File: src/rtl/tern_pkg.sv
`timescale 1ns/1ps
package tern_pkg;

   // Ternary code: nz = 0 means zero (sign ignored), else sign selects -1.
   typedef struct packed {
      logic nz;
      logic sgn;
   } tern_t;

   localparam tern_t TERN_ZERO = '{nz: 1'b0, sgn: 1'b0};
   localparam tern_t TERN_POS  = '{nz: 1'b1, sgn: 1'b0};
   localparam tern_t TERN_NEG  = '{nz: 1'b1, sgn: 1'b1};

endpackage

File: src/rtl/tern_gate_unit.sv
`timescale 1ns/1ps
module tern_gate_unit
   import tern_pkg::*;
(
   input  logic  valid,
   input  tern_t act,
   input  tern_t wgt,
   output logic  fire,
   output logic  agree
);

   // The event: both operands non-zero on a valid beat.
   assign fire  = valid & act.nz & wgt.nz;
   // Sign comparison is held low while resting so nothing downstream toggles.
   assign agree = fire & ~(act.sgn ^ wgt.sgn);

endmodule

File: src/rtl/tern_accum.sv
`timescale 1ns/1ps
module tern_accum #(
   parameter int N_INPUTS = 64,
   localparam int CNT_W = $clog2(N_INPUTS + 1),
   localparam int ACC_W = CNT_W + 1
) (
   input  logic                    clk,
   input  logic                    rst_n,
   input  logic                    clr,
   input  logic                    fire,
   input  logic                    agree,
   output logic signed [ACC_W-1:0] sum_q,
   output logic signed [ACC_W-1:0] sum_nxt,
   output logic [CNT_W-1:0]        evt_q
);

   logic signed [ACC_W-1:0] sum_base;
   logic signed [ACC_W-1:0] step;
   logic [CNT_W-1:0]        evt_base;
   logic [CNT_W-1:0]        evt_nxt;

   always_comb begin
      sum_base = clr ? '0 : sum_q;
      evt_base = clr ? '0 : evt_q;
      if (!fire)      step = '0;
      else if (agree) step = ACC_W'(1);
      else            step = '1;
      sum_nxt = sum_base + step;
      evt_nxt = evt_base + CNT_W'(fire);
   end

   // Registers load only on a clear or an event; resting pairs hold them.
   always_ff @(posedge clk or negedge rst_n) begin
      if (!rst_n) begin
         sum_q <= '0;
         evt_q <= '0;
      end else if (clr || fire) begin
         sum_q <= sum_nxt;
         evt_q <= evt_nxt;
      end
   end

   assert_rest_hold_R2: assert property (@(posedge clk) disable iff (!rst_n)
      (!clr && !fire) |=> ($stable(sum_q) && $stable(evt_q)));

   assert_event_step_R3: assert property (@(posedge clk) disable iff (!rst_n)
      (fire && !clr) |=> (evt_q == $past(evt_q) + CNT_W'(1)));

   assert_clear_R4: assert property (@(posedge clk) disable iff (!rst_n)
      (clr && !fire) |=> (sum_q == '0 && evt_q == '0));

   assert_sum_bound_R9: assert property (@(posedge clk) disable iff (!rst_n)
      ((sum_q[ACC_W-1] ? -sum_q : sum_q) <= $signed({1'b0, evt_q}))
      && (sum_q[0] == evt_q[0]));

endmodule

File: src/rtl/tern_quant.sv
`timescale 1ns/1ps
module tern_quant
   import tern_pkg::*;
#(
   parameter int ACC_W  = 8,
   parameter int THRESH = 4
) (
   input  logic signed [ACC_W-1:0] sum,
   output tern_t                   act
);

   localparam logic signed [ACC_W-1:0] TH_POS = ACC_W'(THRESH);
   localparam logic signed [ACC_W-1:0] TH_NEG = -ACC_W'(THRESH);

   generate
      if (THRESH == 0) begin : g_sign_only
         // Zero-width window: only an exact zero sum maps to zero.
         always_comb begin
            act.nz  = |sum;
            act.sgn = (|sum) & sum[ACC_W-1];
         end
      end else begin : g_window
         always_comb begin
            if (sum > TH_POS)      act = TERN_POS;
            else if (sum < TH_NEG) act = TERN_NEG;
            else                   act = TERN_ZERO;
         end
      end
   endgenerate

endmodule

File: src/rtl/tern_gate_neuron.sv
`timescale 1ns/1ps
module tern_gate_neuron
   import tern_pkg::*;
#(
   parameter int N_INPUTS = 64,
   parameter int THRESH   = 4,
   localparam int CNT_W = $clog2(N_INPUTS + 1),
   localparam int ACC_W = CNT_W + 1
) (
   input  logic                    clk,
   input  logic                    rst_n,
   input  logic                    start,
   input  logic                    in_valid,
   input  logic                    in_last,
   input  logic [1:0]              act_i,
   input  logic [1:0]              wgt_i,
   output logic                    out_valid,
   output logic [1:0]              out_act,
   output logic signed [ACC_W-1:0] sum_o,
   output logic [CNT_W-1:0]        evt_cnt_o
);

   generate
      if (N_INPUTS < 1) begin : g_bad_inputs
         $error("tern_gate_neuron: N_INPUTS must be at least 1");
      end
      if (THRESH < 0 || THRESH > N_INPUTS) begin : g_bad_thresh
         $error("tern_gate_neuron: THRESH must lie in 0..N_INPUTS");
      end
   endgenerate

   localparam logic signed [ACC_W-1:0] TH_S = ACC_W'(THRESH);

   tern_t act_t, wgt_t, q_act;
   logic  fire, agree;
   logic signed [ACC_W-1:0] sum_nxt;
   logic  done;

   assign act_t = tern_t'(act_i);
   assign wgt_t = tern_t'(wgt_i);
   assign done  = in_valid & in_last;

   tern_gate_unit u_gate (
      .valid (in_valid),
      .act   (act_t),
      .wgt   (wgt_t),
      .fire  (fire),
      .agree (agree)
   );

   tern_accum #(.N_INPUTS(N_INPUTS)) u_accum (
      .clk     (clk),
      .rst_n   (rst_n),
      .clr     (start),
      .fire    (fire),
      .agree   (agree),
      .sum_q   (sum_o),
      .sum_nxt (sum_nxt),
      .evt_q   (evt_cnt_o)
   );

   tern_quant #(.ACC_W(ACC_W), .THRESH(THRESH)) u_quant (
      .sum (sum_nxt),
      .act (q_act)
   );

   always_ff @(posedge clk or negedge rst_n) begin
      if (!rst_n) begin
         out_valid <= 1'b0;
         out_act   <= TERN_ZERO;
      end else begin
         out_valid <= done;
         if (done) out_act <= q_act;
      end
   end

   assert_no_bad_code_R1: assert property (@(posedge clk) disable iff (!rst_n)
      out_act != 2'b01);

   assert_pulse_source_R5: assert property (@(posedge clk) disable iff (!rst_n)
      out_valid |-> $past(in_valid && in_last));

   assert_pulse_follows_R5: assert property (@(posedge clk) disable iff (!rst_n)
      (in_valid && in_last) |=> out_valid);

   assert_window_R6: assert property (@(posedge clk) disable iff (!rst_n)
      out_valid |-> (((out_act == 2'b10) == (sum_o > TH_S))
                  && ((out_act == 2'b11) == (sum_o < -TH_S))));

endmodule

File: config.mk
export PLATFORM = sky130hd
export DESIGN_NAME = tern_gate_neuron
export DESIGN_NICKNAME = d
export VERILOG_FILES = /design/src/rtl/tern_pkg.sv /design/src/rtl/tern_gate_unit.sv /design/src/rtl/tern_accum.sv /design/src/rtl/tern_quant.sv /design/src/rtl/tern_gate_neuron.sv
export SDC_FILE = /design/constraint.sdc
export NUM_CORES = 1
export LEC_CHECK = 0
export BUFFER_PORTS_ARGS = -buffer_cell sky130_fd_sc_hd__buf_2
export CORE_MARGIN = 1.5
export CORE_UTILIZATION = 25
export CTS_BUF_LIST = sky130_fd_sc_hd__clkbuf_8 sky130_fd_sc_hd__clkbuf_16
export DETAILED_ROUTE_END_ITERATION = 10
export HOLD_SLACK_MARGIN = 0.05
export PLACE_DENSITY = 0.5
export SETUP_SLACK_MARGIN = 0.5
export SLEW_MARGIN = 20
export SYNTH_ARGS = -nofsm -noshare
export SYNTH_HDL_FRONTEND = slang
export SYNTH_SLANG_ARGS = --single-unit
File: constraint.sdc
create_clock -name clk -period 2.5 [get_ports clk]
set_input_delay 0.25 -clock clk [delete_from_list [all_inputs] [get_ports clk]]
set_output_delay 0.25 -clock clk [all_outputs]
set_load 0.03 [all_outputs]
Word level (Yosys, flattened, before mapping)
Cells that the tools add are included.
- flip-flop bits (word level): 18
- latch bits: 0
- memory bits (writable): 0
- bits in read-only memories: 0
- output and inout bits: 18
- word-level logic and storage cells: 21
- memories: 0
- $add $sub $neg: 2
- $mul: 0
- divide/modulo/power cells: 0
- magnitude comparators: 2
- equality and inequality tests: 0
- shifts and indexed selects: 0
- muxes and demuxes: 6
- bitwise operators: 6
- reduce and logical (&&, ||, !) cells: 1
- operator list (kind ; count):
    $mux 8 ; 3
    $add 8x8->8 ; 1
    $gt 8x4->1 const B ; 1
    $lt 8x3->1 const B ; 1
    $add 7x1->7 ; 1
    $mux 7 ; 1
    $and 1x1->1 ; 4
    $mux 2 ; 2
    $logic_or 1x1->1 ; 1
    $not 1->1 ; 1
    $xor 1x1->1 ; 1

Longest topological paths before layout
- depth in word-level cells: 9
- depth in mapped cells: 13
- depth with buffers taken out: 13

Modules after synthesis
Synthesis repeated with hierarchy kept, for this count alone.
- cells, all modules: 176
- area total of the unflattened synthesis: 1569.0 um^2
- by module, submodules not included (module ; times used ; cells an instance ; area an instance (um^2) ; sequential area each (um^2)):
    tern_accum ; 1 ; 157 ; 1376.3 ; 375.4
    tern_gate_neuron ; 1 ; 7 ; 115.1 ; 75.1
    tern_quant ; 1 ; 9 ; 51.3 ; 0.0
    tern_gate_unit ; 1 ; 3 ; 26.3 ; 0.0

Least setup slack after synthesis
OpenSTA, ideal clock, no wires.
- path kind: register -> register
- start point: register u_accum.sum_q[1]
- end point: register out_act[1]
- setup time: 0.140 ns
- data arrival time: 2.390 ns
- setup slack: -0.030 ns
- stages on the path, launching flop included: 10
- buffers on the path: 0
- period minus slack after synthesis: 2.530 ns
- path through: dfrtp_1 > nor2b_2 > xnor2_1 > ha_1 > o32ai_1 > mux2i_1 > xor2_1 > nand2_1 > nor4b_1 > a311oi_1
- cells in the longest elaborated chain, start to end: 5
- RTL lines (what ; line ; text):
    start: declaration ; tern_accum.sv:12 ; output logic signed [ACC_W-1:0] sum_q,
    start signal: assignment ; tern_accum.sv:38 ; sum_q <= sum_nxt;
    $mux 8 (*) ; tern_accum.sv:23 ; sum_base = clr ? '0 : sum_q;
    $add 8x8->8 (*) ; tern_accum.sv:28 ; sum_nxt = sum_base + step;
    $lt 8x3->1 ; tern_quant.sv:25 ; else if (sum < TH_NEG) act = TERN_NEG;
    $mux 2 ; tern_quant.sv:25 ;
    $mux 2 (*) ; tern_quant.sv:24 ; if (sum > TH_POS) act = TERN_POS;
    end signal: assignment ; tern_gate_neuron.sv:73 ; if (done) out_act <= q_act;
    end: declaration ; tern_gate_neuron.sv:18 ; output logic [1:0] out_act,
Mark *: on every way between the ends. The rest lies on a longest branch, timed or not.
A chain may end at the register's enable or synchronous reset.

Final worst setup path
- start point: register u_accum.sum_q[0]
- end point: register out_act[1]
Same word-level chain as after synthesis.

==> flow_summary.toml <==
[logic_synthesis]
syn-instance-count = 157
ys_seq_elements = 18
synthesis.area_sq_um = 1370
synthArstFlopShare = 1.00
synth_ff_type = "dfrtp_1"
synth_warnings = 0
syn_avg_cell_area_sq_um = 8.70
syn_nets = 173
synth_edf_count = 0
synthDistinctLibCells = 44
ys_seq_area_frac = 0.330

[global_route]
grt_antenna_before_repair = 0
grt_pass1_vias = 1273
grt_max_degree = 19
overflow = 0
grtUsageTotal = 0.127
grt_pass1_wl_um = 6110

[timing]
fmax_ghz = 0.430
setup_slack_ns = 0.172
slew_violations = 0
holdWs_ns = 0.332
relSlewSlack = 0.520
finalSetupViolCount = 0
tightest_slew_ns = 0.717
finalClockSkew_ns = 0.00920
period_minus_slack_ns = 2.33
rsz0062_at_grt = "yes"
period_share = 0.931
hold_violations = 0

[placed_design]
place_ws_ns = -0.0180
gp_congestion = 0.791
io_buffers = 26
placed_cell_area_sq_um = 1770
dp_hpwl_um = 2800
dp_cells = 262

[die]
die_w_um = 76.9
fp.dieH_um = 76.9
initial_core_util = 0.264
io_pins = 27
core-area_sq_um = 5170
row_count = 26
die_area_sq_um = 5920

[cts]
cts_tree = "yes"
cts_buffer_depth = 2
clk_pin_slew_ns = 0.08
cts_root_buf = "clkbuf_8"
numCtsBuffers = 3
cts_max_level = 1
insertion_delay_ns = 0.25
clock_sink_count = 18

[run_status]
status = "completed"

[route]
drt_pass1_iterations = 4
drt_iter0_markers = 26
routedWlPerCell_um = 13.3
avgViaCountPerCell = 4.76
ant_nets = 0
vias = 1296
wl_um = 3620
route.detailed.drc = 0

[critical_path]
cp.required_ns = 2.61
worstPathCellList = "nor2b_4 -> ha_4 -> ha_4 -> o32ai_4 -> mux2i_1 -> xor2_1 -> buf_4 -> nand2_2 -> nor4b_2 -> a311oi_1"
reg2reg_depth = 10
cp_common_cell = "ha_4"
path_class = "reg2reg"
end_kind = "flop"
start_kind = "flop"
cpPeakStageDelay_ns = 0.41
crit_fanout = 4
crit_arrival_ns = 2.44
slowest_stage = "dfrtp_2"

[final_layout]
fillers = 533
antenna_cells = 0
area_growth_pct = 39.6
final_common_cell = "buf_2"
fin_area_sq_um = 1910
final_nets = 219
fin_cells = 272
layout-drive-gt1-share = 0.391
final_cell_mix = "buf_2 (26), nand2_1 (25), buf_4 (20), dfrtp_1 (14), nor2_1 (13)"

[power_and_ir_drop]
leakage_nw = 0.868
vdd_drop_max_v = 0.000130
design_power_total_uw = 868
p_per_area_nw_per_um2 = 455

[worst_hold_path]
hold_depth = 3
hp-class = "in2reg"

[flow_run]
drv_cap = 0
==> state kept, by name (all words and copies together) (netlist names) <==
register,flops
out_act,2
out_valid,1
u_accum.evt_q,7
u_accum.sum_q,8
==> cell type report <==
type	instances	area, sq um	area share
clock buffers	3	41.3	0.0217
inverters	5	23.8	0.0125
well taps	70	87.6	0.0459
repair buffers	48	302	0.158
flip-flops and latches	18	455	0.239
multi-input cells	127	993	0.521
clock inverters	1	3.75	0.00197
==> per-layer routing <==
metal  vias to the layer above  track usage  wire [um]
met5                         -            0          0
met1                       620        0.169       1740
li1                        644            -          -
met2                        28        0.221       1700
met4                         0       0.0278         24
met3                         4       0.0131        151
==> kinds of logic after synthesis <==
kind of cell,share of synthesized area
and+or+nand+nor,0.251
xor gates and xnor gates,0.114
DFF,0.330
muxes,0.00733
buffers and inverters,0.0421
adders and majority gates,0.0641
AOI/OAI and AO/OA,0.192
==> path summary, 6_finish.rpt <==
path	from	end	slack (ns)
worst max-delay path	u_accum.sum_q[0]	out_act[1]	0.17
worst min-delay path	in_last	out_act[0]	0.33
worst max register to register	u_accum.sum_q[0]	out_act[1]	0.17
worst min register to register	out_act[0]	out_act[0]	0.48
max in group asynchronous	rst_n	u_accum.sum_q[4]	1.73
min in group asynchronous	rst_n	u_accum.evt_q[0]	0.45
==> metrics by stage <==
| stage | setup TNS [ns] | utilization |
|---|---|---|
| after global routing | 0 | 0.369 |
| after detailed placement | -0.0180 | 0.342 |
| final | 0 | 0.369 |
| after floorplan | 0 | - |
| after CTS | 0 | 0.365 |
| after global placement | -0.0175 | 0.342 |
==> timing repair <==
item | CTS | global route
setup buffers | 5 | 0
pin swaps | 10 | 6
hold buffers | 1 | 0
gates cloned | 0 | 0
endpoints found under the setup margin | 5 | 5
gates resized for setup | 6 | 4
endpoints found under the hold margin | 18 | 0
==> synth_stat cells, types with 3 or more instances <==
master    instances  area [sq um]
a21oi_1           9          45.0
clkbuf_1          4          15.0
dfrtp_1          18           450
ha_1              7          87.6
inv_1             3          11.3
nand2_1          26          97.6
nand2b_1          3          18.8
nand4_1           6          37.5
nor2_1           13          48.8
nor2b_1           6          37.5
o21ai_0           4          20.0
xnor2_1           6          52.6
xor2_1            8          70.1
==> power breakdown <==
group	leakage, nW	internal [mW]	switching (mW)	total [mW]
logic	0.609	0.124	0.194	0.317
registers	0.232	0.320	0.0232	0.343
clock network	0.0269	0.109	0.0989	0.208
total	0.868	0.552	0.316	0.868
==> worst max-delay path: cells and delay by family, from the launching register on <==
family,cells,cell delay [ns]
AOI/OAI and AO/OA,2,0.39
xor gates and xnor gates,1,0.16
adders and majority gates,2,0.36
buffers and inverters,1,0.16
DFF,1,0.41
muxes,1,0.25
and+or+nand+nor,3,0.45
(Power assumes the default switching activity.)
